[src/rtl/supply_guard_pkg.sv]
package supply_guard_pkg;

  localparam int CAUSE_W      = 3;
  localparam int CAUSE_SUPPLY = 0;
  localparam int CAUSE_SOFT   = 1;
  localparam int CAUSE_FLASH  = 2;

  typedef logic [CAUSE_W-1:0] cause_t;

  // One-hot cause with fixed priority: supply fail, then flash error, then software.
  function automatic cause_t pick_cause(logic pf, logic fl, logic sw);
    cause_t c;
    c = '0;
    if (pf)      c[CAUSE_SUPPLY] = 1'b1;
    else if (fl) c[CAUSE_FLASH]  = 1'b1;
    else if (sw) c[CAUSE_SOFT]   = 1'b1;
    return c;
  endfunction

  // Select is only accepted while the stored enable is already 1 and stays 1.
  function automatic logic gated_select(logic cur_en, logic wr_en, logic wr_sel);
    return wr_sel & wr_en & cur_en;
  endfunction

endpackage

[src/rtl/sg_sync.sv]
module sg_sync #(
  parameter int WIDTH  = 2,
  parameter int STAGES = 2
) (
  input  logic             clk,
  input  logic             rst_n,
  input  logic [WIDTH-1:0] d,
  output logic [WIDTH-1:0] q
);

  logic [WIDTH-1:0] stg [STAGES];

  for (genvar i = 0; i < STAGES; i++) begin : g_stage
    if (i == 0) begin : g_first
      always_ff @(posedge clk or negedge rst_n) begin
        if (!rst_n) stg[i] <= '0;
        else        stg[i] <= d;
      end
    end else begin : g_next
      always_ff @(posedge clk or negedge rst_n) begin
        if (!rst_n) stg[i] <= '0;
        else        stg[i] <= stg[i-1];
      end
    end
  end

  assign q = stg[STAGES-1];

endmodule

[src/rtl/sg_ctl_regs.sv]
module sg_ctl_regs
  import supply_guard_pkg::*;
(
  input  logic clk,
  input  logic rst_n,
  input  logic force_on,
  input  logic wr_ok,
  input  logic wr_en_d,
  input  logic wr_sel_d,
  input  logic wr_ie_d,
  input  logic sleep_req,
  input  logic wake_req,
  output logic en_q,
  output logic sel_q,
  output logic ie_q,
  output logic asleep_q,
  output logic eff_en,
  output logic eff_sel
);

  always_ff @(posedge clk or negedge rst_n) begin
    if (!rst_n) begin
      en_q  <= 1'b1;
      sel_q <= 1'b1;
      ie_q  <= 1'b0;
    end else if (force_on) begin
      en_q  <= 1'b1;
      sel_q <= 1'b1;
    end else if (wr_ok) begin
      en_q  <= wr_en_d;
      sel_q <= gated_select(en_q, wr_en_d, wr_sel_d);
      ie_q  <= wr_ie_d;
    end
  end

  always_ff @(posedge clk or negedge rst_n) begin
    if (!rst_n)         asleep_q <= 1'b0;
    else if (wake_req)  asleep_q <= 1'b0;
    else if (sleep_req) asleep_q <= 1'b1;
  end

  assign eff_en  = en_q  & ~asleep_q;
  assign eff_sel = sel_q & ~asleep_q;

  assert_sel_needs_en_R9 : assert property (@(posedge clk) disable iff (!rst_n)
    sel_q |-> en_q);

  assert_bits_kept_R2 : assert property (@(posedge clk) disable iff (!rst_n)
    (!force_on && !wr_ok) |=> ($stable(en_q) && $stable(sel_q)));

  assert_forced_on_R3 : assert property (@(posedge clk) disable iff (!rst_n)
    force_on |=> (en_q && sel_q));

endmodule

[src/rtl/sg_rst_seq.sv]
module sg_rst_seq
  import supply_guard_pkg::*;
#(
  parameter int STRETCH = 16
) (
  input  logic   clk,
  input  logic   rst_n,
  input  logic   pf_evt,
  input  logic   flash_evt,
  input  logic   sw_evt,
  output logic   sys_rst,
  output cause_t cause_q
);

  localparam int CNT_W = $clog2(STRETCH + 1);
  localparam logic [CNT_W-1:0] LOAD = CNT_W'(STRETCH);

  logic             trig;
  logic [CNT_W-1:0] cnt_q;

  function automatic logic [CNT_W-1:0] stretch_next(logic [CNT_W-1:0] c, logic t);
    if (t)            return LOAD;
    else if (c != '0) return c - 1'b1;
    else              return c;
  endfunction

  assign trig = pf_evt | flash_evt | sw_evt;

  always_ff @(posedge clk or negedge rst_n) begin
    if (!rst_n) cnt_q <= LOAD;
    else        cnt_q <= stretch_next(cnt_q, trig);
  end

  always_ff @(posedge clk or negedge rst_n) begin
    if (!rst_n)    cause_q <= cause_t'(1 << CAUSE_SUPPLY);
    else if (trig) cause_q <= pick_cause(pf_evt, flash_evt, sw_evt);
  end

  assign sys_rst = (cnt_q != '0);

  assert_cause_onehot_R11 : assert property (@(posedge clk) disable iff (!rst_n)
    $onehot(cause_q));

  assert_trigger_resets_R3 : assert property (@(posedge clk) disable iff (!rst_n)
    trig |=> sys_rst);

  assert_release_quiet_R5 : assert property (@(posedge clk) disable iff (!rst_n)
    $fell(sys_rst) |-> !$past(trig));

  assert_flash_cause_R6 : assert property (@(posedge clk) disable iff (!rst_n)
    (flash_evt && !pf_evt) |=> cause_q[CAUSE_FLASH]);

endmodule

[src/rtl/supply_guard_ctrl.sv]
module supply_guard_ctrl
  import supply_guard_pkg::*;
#(
  parameter int STRETCH_CYCLES = 16,
  parameter int SYNC_STAGES    = 2
) (
  input  logic               clk,
  input  logic               por_n,
  input  logic               below_rst_thr,
  input  logic               below_warn_thr,
  input  logic               sw_rst_req,
  input  logic               sleep_enter,
  input  logic               wake_evt,
  input  logic               flash_wr_strobe,
  input  logic               ctl_wr,
  input  logic               ctl_mon_en,
  input  logic               ctl_mon_sel,
  input  logic               ctl_warn_ie,
  output logic               sys_rst,
  output logic [CAUSE_W-1:0] rst_cause,
  output logic               supply_ok,
  output logic               warn_irq,
  output logic               mon_enabled,
  output logic               mon_selected
);

  logic [1:0] cmp_s;
  logic       below_rst_s, below_warn_s;
  logic       en_q, sel_q, ie_q, asleep_q, eff_en, eff_sel;
  logic       pf_evt, flash_evt, sw_evt, wr_ok, sleep_req;
  cause_t     cause_q;

  sg_sync #(.WIDTH(2), .STAGES(SYNC_STAGES)) u_sync (
    .clk   (clk),
    .rst_n (por_n),
    .d     ({below_warn_thr, below_rst_thr}),
    .q     (cmp_s)
  );

  assign below_rst_s  = cmp_s[0];
  assign below_warn_s = cmp_s[1];

  // Named internal events
  assign pf_evt    = eff_en & eff_sel & below_rst_s;
  assign flash_evt = flash_wr_strobe & ~eff_en & ~sys_rst;
  assign sw_evt    = sw_rst_req & ~sys_rst;
  assign wr_ok     = ctl_wr & ~sys_rst;
  assign sleep_req = sleep_enter & ~sys_rst;

  sg_ctl_regs u_ctl (
    .clk       (clk),
    .rst_n     (por_n),
    .force_on  (pf_evt),
    .wr_ok     (wr_ok),
    .wr_en_d   (ctl_mon_en),
    .wr_sel_d  (ctl_mon_sel),
    .wr_ie_d   (ctl_warn_ie),
    .sleep_req (sleep_req),
    .wake_req  (wake_evt),
    .en_q      (en_q),
    .sel_q     (sel_q),
    .ie_q      (ie_q),
    .asleep_q  (asleep_q),
    .eff_en    (eff_en),
    .eff_sel   (eff_sel)
  );

  sg_rst_seq #(.STRETCH(STRETCH_CYCLES)) u_seq (
    .clk       (clk),
    .rst_n     (por_n),
    .pf_evt    (pf_evt),
    .flash_evt (flash_evt),
    .sw_evt    (sw_evt),
    .sys_rst   (sys_rst),
    .cause_q   (cause_q)
  );

  assign rst_cause    = cause_q;
  assign supply_ok    = ~below_warn_s;
  assign warn_irq     = ie_q & below_warn_s;
  assign mon_enabled  = eff_en;
  assign mon_selected = eff_sel;

  assert_no_supply_reset_asleep_R7 : assert property (@(posedge clk) disable iff (!por_n)
    asleep_q |-> !pf_evt);

  assert_irq_needs_warning_R8 : assert property (@(posedge clk) disable iff (!por_n)
    warn_irq |-> !supply_ok);

  assert_writes_blocked_R10 : assert property (@(posedge clk) disable iff (!por_n)
    (sys_rst && !pf_evt && !wake_evt) |=> ($stable(en_q) && $stable(sel_q)));

endmodule

[config.mk]
export PLATFORM = sky130hd
export DESIGN_NAME = supply_guard_ctrl
export DESIGN_NICKNAME = d
export VERILOG_FILES = /design/src/rtl/supply_guard_pkg.sv /design/src/rtl/sg_sync.sv /design/src/rtl/sg_ctl_regs.sv /design/src/rtl/sg_rst_seq.sv /design/src/rtl/supply_guard_ctrl.sv
export SDC_FILE = /design/constraint.sdc
export NUM_CORES = 1
export LEC_CHECK = 0
export ABC_AREA = 1
export BUFFER_PORTS_ARGS = -buffer_cell sky130_fd_sc_hd__buf_2
export CAP_MARGIN = 20
export CORE_UTILIZATION = 40
export DETAILED_ROUTE_END_ITERATION = 16
export GPL_TIMING_DRIVEN = 0
export PLACE_DENSITY_LB_ADDON = 0.15
export SYNTH_ARGS = -nofsm -noshare
export SYNTH_HDL_FRONTEND = slang
export SYNTH_SLANG_ARGS = --single-unit
[constraint.sdc]
create_clock -name clk -period 1.6 [get_ports clk]
set_clock_uncertainty 0.2 [all_clocks]
set_input_delay 0.32 -clock clk [delete_from_list [all_inputs] [get_ports clk]]
set_output_delay 0.32 -clock clk [all_outputs]
set_load 0.005 [all_outputs]
# Yosys cells after proc, flatten, opt, wreduce, memory -nomap -nowiden
# Cells that the tools add are included.
# W data, S select, Z words.
[totals]
register_bits = 16
word_cells = 46
input_bits = 12
[classes]
bitwise_logic = 19
n_addsub = 1
n_reduce_logical = 5
mux = 13
[ops]
columns = ["cell", "count"]
rows = [
  ["$and A1 B1 Y1", 12],
  ["$mux W1", 10],
  ["$mux W5", 2],
  ["$reduce_bool A2 Y1", 3],
  ["$not A1 Y1", 5],
  ["$reduce_bool A5 Y1", 1],
  ["$sub A5 B1 Y5 const B", 1],
  ["$mux W2", 1],
  ["$or A1 B1 Y1", 2],
  ["$reduce_and A2 Y1", 1],
]

# Logic depth before layout (Yosys ltp)
# Gate-level depths: netlist of the first run.
[logic_depth]
ltp_word = 8
mapped_depth = 7

# Modules after synthesis
# Synthesis of the first run repeated with hierarchy kept, for this count alone.
[hier_totals]
hier_cells = 93
hier_area_um2 = 753.2
[by_module_without_submodules]
columns = ["module", "n_inst", "cells_per_inst", "area_each_um2"]
rows = [
  ["sg_rst_seq", 1, 46, 386.6],
  ["sg_ctl_regs", 1, 26, 192.7],
  ["sg_sync", 1, 6, 115.1],
  ["supply_guard_ctrl", 1, 15, 58.8],
]

# Least setup slack after synthesis of the first run
# Ideal clock, no wire load.
[synth_timing]
kind = "reg2reg"
startpoint = "register u_seq.cnt_q[0]"
endpoint = "register u_ctl.ie_q"
period_less_slack_ns = 1.465
t_arrival_ns = 1.148
n_path_buf = 0
stages_incl_launch_ff = 8
path_slack_ns = 0.135
setup_time_ns = 0.117
cell_sequence = "dfrtp_1 inv_1 ha_1 nand3_4 nor2_4 nand2_1 nand2_1 nand2_1"
[synth_between]
elab_chain_len = 4
[synth_lines]
columns = ["item", "line_no", "source"]
rows = [
  ["start: declaration", "sg_rst_seq.sv:19", "logic [CNT_W-1:0] cnt_q;"],
  ["start signal: assignment", "sg_rst_seq.sv:31", "else cnt_q <= stretch_next(cnt_q, trig);"],
  ["$reduce_bool A5 Y1", "sg_rst_seq.sv:39", "assign sys_rst = (cnt_q != '0);"],
  ["net sys_rst", "supply_guard_ctrl.sv:19", "output logic sys_rst,"],
  ["$not A1 Y1", "supply_guard_ctrl.sv:47", "assign wr_ok = ctl_wr & ~sys_rst;"],
  ["$and A1 B1 Y1", "supply_guard_ctrl.sv:47", ""],
  ["$reduce_and A2 Y1 (no line)", "n/a", ""],
  ["end signal: assignment", "sg_ctl_regs.sv:32", "ie_q <= wr_ie_d;"],
  ["end: declaration", "sg_ctl_regs.sv:15", "output logic ie_q,"],
]
# The timed path passes the listed nets, and every way through them passes these cells.
# A chain may end at the register's enable or synchronous reset.

# Final worst setup path of the first run
[layout_timing]
startpoint = "register u_seq.cnt_q[0]"
endpoint = "output sys_rst"
[layout_between]
elab_chain_len = 1
[layout_lines]
columns = ["item", "line_no"]
rows = [
  ["$reduce_bool A5 Y1", "sg_rst_seq.sv:39"],
  ["end: declaration", "supply_guard_ctrl.sv:19"],
]
# Every way passes these cells.

==> results of run 1 <==
worst min-delay path: cells and delay by family:
family | cells | cell delay (ps)
AOI/OAI and AO/OA | 1 | 60
and+or+nand+nor | 1 | 50
buffers and inverters | 1 | 90
what timing repair did:
item | in CTS | in global routing
endpoints found under the hold margin | 15 | 0
gates cloned | 0 | 0
gates resized for setup | 6 | 1
hold buffers | 4 | 0
setup endpoints to repair | 8 | 7
pin swaps | 2 | 3
setup buffers | 4 | 4
placed cells by master (no fill, tap or decap), drive strengths merged:
cell type / count
buf: 27
nand2: 18
inv: 17
dfrtp: 12
nor2: 12
nand3: 7
a21oi: 5
nand4: 4
dlygate4sd3: 4
dfstp: 4
clkbuf: 4
o21bai: 1
o21ai: 1
xor2: 1
ha: 1
power by group:
| part | switching [mW] | internal (mW) | leakage (nW) |
|---|---|---|---|
| logic | 0.506 | 0.457 | 0.351 |
| registers | 0.0961 | 0.585 | 0.191 |
| clock network | 0.134 | 0.139 | 0.0210 |
layout make-up:
class / instances / area [µm²] / share of cell area
inverter: 17 / 63.8 / 0.0604
clock buffer: 4 / 36.3 / 0.0343
sequential: 16 / 407 / 0.385
multi-input combinational: 50 / 318 / 0.301
tap: 25 / 31.3 / 0.0296
timing repair buffer: 31 / 201 / 0.191
flip-flops by register name, indices dropped and copies added, names as in the netlist:
name	flops
u_ctl.sel_q	1
u_sync.q	2
u_ctl.asleep_q	1
u_ctl.ie_q	1
u_seq.cnt_q	5
u_seq.cause_q	3
u_sync.stg	2
u_ctl.en_q	1
layer usage:
metal | wire length [µm] | GRT usage
met5 | 0 | 0
met4 | 13 | 0.0882
met2 | 679 | 0.234
met3 | 73 | 0.0397
met1 | 708 | 0.212
how the worst min path moves through the flow:
| stage | from | to | depth (start not counted) |
|---|---|---|---|
| 2_1_floorplan | por_n | u_ctl.asleep_q$_DFFE_PN0P_ | 0 |
| 3_3_place_gp | por_n | u_seq.cnt_q[0]$_DFFE_PN0P_ | 1 |
| 3_5_place_dp | por_n | u_seq.cnt_q[0]$_DFFE_PN0P_ | 1 |
| 4_1_cts | ctl_mon_en | u_ctl.en_q$_DFFE_PN1P_ | 3 |
| 5_1_grt | sleep_enter | u_ctl.asleep_q$_DFFE_PN0P_ | 3 |
| 6_report | ctl_mon_en | u_ctl.en_q$_DFFE_PN1P_ | 3 |
cells by family after synthesis:
logic type / after synthesis
compound gates: 7
xor+xnor: 1
fa+ha+maj: 1
buf+inv: 17
flops: 16
simple gates: 41
per-stage QoR:
stage | TNS (ps) | std cells | total power [mW] | utilization | instance area [µm²]
2_1_floorplan | 0 | 83 | 1.26 | - | 774
3_3_place_gp | -11.5 | 127 | 1.43 | 0.511 | 901
3_5_place_dp | -99.6 | 127 | 1.45 | 0.511 | 901
4_1_cts | -60.2 | 139 | 1.85 | 0.582 | 1030
5_1_grt | -123 | 143 | 2.08 | 0.599 | 1060
6_report | -44.9 | 143 | 1.92 | 0.599 | 1060
==> results.toml, run 1 <==
[logic_synthesis]
synthMuxAreaShare = 0
syn-cell-area_um2 = 774
netlist.area_leader.share = 0.388
synth_top_flop_cell = "dfrtp_1"
netlist_instances = 83
seq_area_frac_synth = 0.523
synth_compound_area_frac = 0.0533
synth_xor_area_frac = 0.0113
synthAdderAreaFrac = 0.0162
synth_area_per_cell_um2 = 9.33
synthSimpleGateAreaFrac = 0.313
yosys.cell_types.count = 19
synth_area_leaders = "dfrtp_1, dfstp_2, nand2_1"
synthTopCellsByCount = "nand2_1, inv_1, dfrtp_1, nor2_1"
yosysTopAreaCell = "dfrtp_1"
synth_edf_count = 0
async_reset_ff_frac = 1.00
synth-seq-cells = 16
synth_top_family_by_area = "simple AND/OR/NAND/NOR gates"
ys_warn_count = 0
yosysMostFrequentCell = "nand2_1"
synth_nets = 96

[timing]
hold_viol_final = 0
period_needed_ps = 1640
rsz0062_at_grt = "yes"
finalSetupViolations = 1
worstMarginPinSlew_ps = 352
worst_slack_ps = -44.9
drv_slew = 0
slew_headroom = 0.765
fmax_mhz = 608
post-route-period-util = 1.03
whs_ps = 56.5

[cts]
cts_sinks = 16
root_buffer = "clkbuf_4"
cts_max_level = 1
tritoncts = "yes"
clock_latency_ps = 290
cts_buffers = 3
cts_max_path_buffers = 2
clk_pin_slew_ps = 100

[setup_path]
start_kind = "flop"
crit_required_ps = 1080
regToRegSetupSlack_ps = 70
critPathKind = "reg2out"
cp_num_buf_inv = 2
cp-startpoint = "u_seq.cnt_q[0]$_DFFE_PN0P_"
r2r_start = "u_seq.cnt_q[0]$_DFFE_PN0P_"
r2r-end = "u_seq.cnt_q[2]$_DFFE_PN0P_"
cp.depth = 4
critPathArrivalTime_ps = 1120
reg2reg_depth = 6
critPathMaxStageDelay_ps = 380
cp_max_fo = 3
critical_path.cell_chain = "inv_2, ha_4, nand3_4, buf_6"
slowest_stage = "dfrtp_1"
cp_top_family = "flip-flops"
endpoint = "sys_rst"
cp-end-kind = "output pin"

[finish]
antenna-diode-count = 0
fillerInstances = 180
nets = 132
areaGrowthSynthToFinish_pct = 36.5
drive_gt1_frac = 0.449

[global_routing]
grt_pass1_vias = 565
grt_max_degree = 17
grt_use_total = 0.159
grt_overflow = 0
grt_pass1_wl_um = 2330
antenna_found_initial = 0

[detailed_routing]
routed_wl_um = 1470
vias = 630
firstDrtPassIters = 4
drc = 0
drtIter0Drc = 7
wl_per_cell_um = 10.3
drtAntennaViolNets = 0
viasPerCell = 4.41

[die]
die_w_um = 46
start_util = 0.439
io_pins = 20
die_y_um = 46
rows = 15
die_area_um2 = 2120
core_um2 = 1760

[placement]
port_buffers = 19
place_ws_ps = -23.1
dpl.hpwl_um = 984
gp_congestion = 0.692

[job]
drv_cap = 0

[power_and_ir_drop]
ir_drop_mv = 1.08
leakagePower_nw = 0.564
p_per_area_nw_per_um2 = 1810

[min_path]
holdCritPathClass = "in2reg"

[outcome]
violations = "setup timing"
outcome = "complete, but fails checks"
Note: power is estimated with default switching activity, not from simulation.
==> run 2, diff against run 1 <==
Settings changed: HOLD_SLACK_MARGIN set to 0.06.
Clock period 1.6 ns to 1.95 ns, I/O delays scaled along.
==> results.toml, run 2 (synthesis results as in run 1) <==
[setup_path]
cp-end-kind = "output pin"
crit_required_ps = 1360
regToRegSetupSlack_ps = 490
critPathKind = "reg2out"
critPathMaxStageDelay_ps = 380
cp_max_fo = 7
critPathArrivalTime_ps = 1260
start_kind = "flop"
slowest_stage = "dfrtp_1"
critical_path.cell_chain = "inv_2, ha_4, nand3_4, buf_2"

[timing]
drv_slew = 0
slew_headroom = 0.763
period_needed_ps = 1850
hold_viol_final = 0
rsz0062_at_grt = "no"
worstMarginPinSlew_ps = 355
tns_ps = 0
post-route-period-util = 0.946
fmax_mhz = 542
finalSetupViolations = 0

[finish]
antenna-diode-count = 0
largest_register_ffs = 5
seqCellArea_um2 = 405
top_register = "u_seq.cnt_q"
final_cell_mix = "buf_2, nand2_1, inv_1, dfrtp_1, nor2_1"
reg.largest.list = "u_seq.cnt_q: 5 flops, u_seq.cause_q: 3 flops"
drive_gt1_frac = 0.391
layout.cells.most_common = "buf_2"
areaGrowthSynthToFinish_pct = 27.8
multi_input_area_um2 = 318
fillerInstances = 189
nets = 124

[die]
die_w_um = 46
core_um2 = 1760
io_pins = 20
rows = 15
die_area_um2 = 2120
start_util = 0.439
die_y_um = 46

[cts]
cts_max_path_buffers = 2
cts_sinks = 16
root_buffer = "clkbuf_4"
postCtsSetupRepairBufs = 0
cts_buffers = 3
tritoncts = "yes"
cts_max_level = 1
clk_pin_slew_ps = 100
clock_latency_ps = 290

[global_routing]
grt_max_degree = 17
grt_use_total = 0.156
grt_pass1_wl_um = 2280
grt_pass1_vias = 554
grt_overflow = 0
antenna_found_initial = 0

[power_and_ir_drop]
leakagePower_nw = 0.524
p_per_area_nw_per_um2 = 1450
ir_drop_mv = 0.876
total_power_mw = 1.44

[detailed_routing]
firstDrtPassIters = 2
routed_wl_um = 1380
drc = 0
vias = 603
drtAntennaViolNets = 0
viasPerCell = 4.47
wl_per_cell_um = 10.2
drtIter0Drc = 6

[outcome]
outcome = "completed"

[placement]
port_buffers = 19
dpl.hpwl_um = 984
gp_congestion = 0.692

[job]
drv_cap = 0

[min_path]
holdCritPathClass = "in2reg"
run 2: path summary, 6_finish.rpt:
check / startpoint / cells past startpoint / to
max reg2reg: u_seq.cnt_q[0]$_DFFE_PN0P_ / 5 / u_seq.cnt_q[2]$_DFFE_PN0P_
max: u_seq.cnt_q[0]$_DFFE_PN0P_ / 4 / sys_rst
min: ctl_mon_en / 3 / u_ctl.en_q$_DFFE_PN1P_
max in group asynchronous: por_n / 2 / u_ctl.sel_q$_DFFE_PN1P_
min reg2reg: u_sync.stg[2]$_DFF_PN0_ / 0 / u_sync.q[0]$_DFF_PN0_
min in group asynchronous: por_n / 2 / u_seq.cause_q[1]$_DFFE_PN0P_
run 2: timing repair:
item                                   4_1_cts  5_1_grt
pin swaps                                    0        0
hold buffers                                 4        0
setup endpoints to repair                    1        1
gates resized for setup                      2        2
endpoints found under the hold margin       15        0
run 2: worst max-delay path: cells and delay by family, from the launching register on:
kind / cells / cell delay, ps
flops: 1 / 380
buf+inv: 2 / 270
fa+ha+maj: 1 / 180
simple gates: 1 / 130
run 2: layout make-up:
class | instances | share of cell area
Sequential cell | 16 | 0.410
Multi-Input combinational cell | 50 | 0.321
Timing Repair Buffer | 23 | 0.137
Inverter | 17 | 0.0645
Clock buffer | 4 | 0.0367
Tap cell | 25 | 0.0316
run 2: stage by stage:
step	worst slack [ps]	utilization	cell area [µm²]	hold WS [ps]	std cells
after global placement	268	0.511	901	121	127
after global routing	42.6	0.561	990	136	135
final	104	0.561	990	131	135
after floorplan	485	-	774	-106	83
after detailed placement	262	0.511	901	120	127
after CTS	34.0	0.561	990	119	135
run 2: routing by layer:
metal,GRT usage,wire length [µm],up-vias
li1,-,-,315
met1,0.207,685,271
met2,0.231,612,15
met3,0.0397,69,2
met4,0.0882,13,0
met5,0,0,-
run 2: power by group:
part	switching [mW]	internal, mW	leakage (nW)
logic	0.377	0.275	0.311
clock network	0.107	0.114	0.0210
registers	0.0874	0.479	0.193
==> run 3, diff against run 2 <==
Settings changed: PLACE_DENSITY_LB_ADDON 0.15 to 0.2.
Clock period 1.95 ns to 2.05 ns, I/O delays scaled along.
==> results.toml, run 3 (synthesis results as in run 1) <==
[power_and_ir_drop]
switchingPower_mw = 0.532
leakagePower_nw = 0.526
switching_share = 0.392
p_clk_frac = 0.150
power_frac_comb = 0.455
p_per_area_nw_per_um2 = 1370
ir_drop_mv = 0.795
pwr-share-seq = 0.395
internal-power_mw = 0.826

[detailed_routing]
drtAntennaViolNets = 0
drtIter0Drc = 9
wl_per_cell_um = 9.79
drc = 0
routed_wl_um = 1320
vias = 599
firstDrtPassIters = 4
viasPerCell = 4.44

[timing]
drv_slew = 0
rsz0062_at_grt = "no"
post-route-period-util = 0.939
finalSetupViolations = 0
fmax_mhz = 519
hold_viol_final = 0
slew_headroom = 0.760
tns_ps = 0
period_needed_ps = 1930
worstMarginPinSlew_ps = 360

[global_routing]
grt_pass1_wl_um = 2210
antenna_found_initial = 0
grt_max_degree = 17
grt_pass1_vias = 534
grt_overflow = 0
grt_use_total = 0.153

[cts]
clock_latency_ps = 280
cts_max_path_buffers = 2
clk_pin_slew_ps = 90
cts_max_level = 1
tritoncts = "yes"
cts_sinks = 16
root_buffer = "clkbuf_4"
cts_buffers = 3

[placement]
dpl-instance-area_um2 = 901
dpl.hpwl_um = 979
port_buffers = 19
place_inst = 127
gp_congestion = 0.687

[setup_path]
critPathKind = "reg2out"
critPathMaxStageDelay_ps = 370
critPathArrivalTime_ps = 1320
cp_num_buf_inv = 2
critical_path.cell_chain = "inv_1, ha_4, nand3_4, buf_2"
cp_max_fo = 7
cp-end-kind = "output pin"
crit_required_ps = 1440
slowest_stage = "dfrtp_1"
cp_top_family = "flip-flops"
start_kind = "flop"

[outcome]
outcome = "completed"

[finish]
nets = 124
final_cell_mix = "buf_2, nand2_1, inv_1"
reg.largest.list = "u_seq.cnt_q: 5 flops, u_seq.cause_q: 3 flops"
areaGrowthSynthToFinish_pct = 27.8
final_area_um2 = 990
fin_cells = 135
top_register = "u_seq.cnt_q"
drive_gt1_frac = 0.373
largest_register_ffs = 5
layout.cells.most_common = "buf_2"
antenna-diode-count = 0

[die]
die_y_um = 46
core_um2 = 1760
rows = 15
start_util = 0.439
die_area_um2 = 2120
die_w_um = 46
io_pins = 20

[min_path]
holdCritPathClass = "reg2reg"

[job]
drv_cap = 0
## run 3: cell types whose count changed in the layout (fill, tap and decap cells not counted)
| cell | change |
|---|---|
| inv_2 | -2 |
| inv_1 | +2 |
## run 3: power groups by stage
stage,combinational [mW],sequential (mW),clock (mW)
global route,0.716,0.549,0.230
detailed placement,0.590,0.544,0
global placement,0.573,0.542,0
finish,0.617,0.536,0.204
floorplan,0.445,0.536,0
CTS,0.602,0.538,0.212
## run 3: worst reg2reg max path, cell delays in order (launching register included)
cell and delay (ps):
dfrtp_1 370, inv_1 170, ha_4 210, nand4_1 230, nand3_2 190, nor2_1 50
## run 3: layout make-up
cell class / count / area (µm²)
Clock buffer: 4 / 36.3
Fill cell: 177 / 774
Tap cell: 25 / 31.3
Multi-Input combinational cell: 50 / 318
Timing Repair Buffer: 23 / 135
Inverter: 17 / 63.8
Sequential cell: 16 / 405
## run 3: final timing paths
path                                              endpoint  slack, ps  depth (start not counted)                  startpoint
worst max-delay path                               sys_rst        120                          4  u_seq.cnt_q[0]$_DFFE_PN0P_
worst min-delay path                 u_sync.q[0]$_DFF_PN0_        160                          0     u_sync.stg[2]$_DFF_PN0_
worst max register to register  u_seq.cnt_q[3]$_DFFE_PN0P_        540                          5  u_seq.cnt_q[0]$_DFFE_PN0P_
worst min register to register       u_sync.q[0]$_DFF_PN0_        160                          0     u_sync.stg[2]$_DFF_PN0_
max in group asynchronous           u_ctl.en_q$_DFFE_PN1P_        980                          2                       por_n
min in group asynchronous       u_seq.cnt_q[0]$_DFFE_PN0P_        360                          2                       por_n
## run 3: layer usage
layer	track usage	vias up	share of wire
li1	-	312	-
met1	0.204	271	0.49
met2	0.231	14	0.45
met3	0.0397	2	0.046
met4	0.0706	0	0.0091
met5	0	-	0
## run 3: timing repair
item,CTS,global route
setup buffers,0,0
endpoints found under the hold margin,14,1
setup endpoints to repair,1,1
gates cloned,0,0
resized for setup,1,1
hold buffers,3,1
## run 3: stage by stage
| step | utilization | hold slack, ps | power, mW | setup WS, ps |
|---|---|---|---|---|
| 3_3_place_gp | 0.511 | 131 | 1.12 | 349 |
| 4_1_cts | 0.550 | 61.4 | 1.35 | 62.1 |
| 3_5_place_dp | 0.511 | 135 | 1.13 | 315 |
| 6_report | 0.561 | 156 | 1.36 | 125 |
| 5_1_grt | 0.561 | 153 | 1.49 | 31.9 |
| 2_1_floorplan | - | -85.6 | 0.980 | 581 |
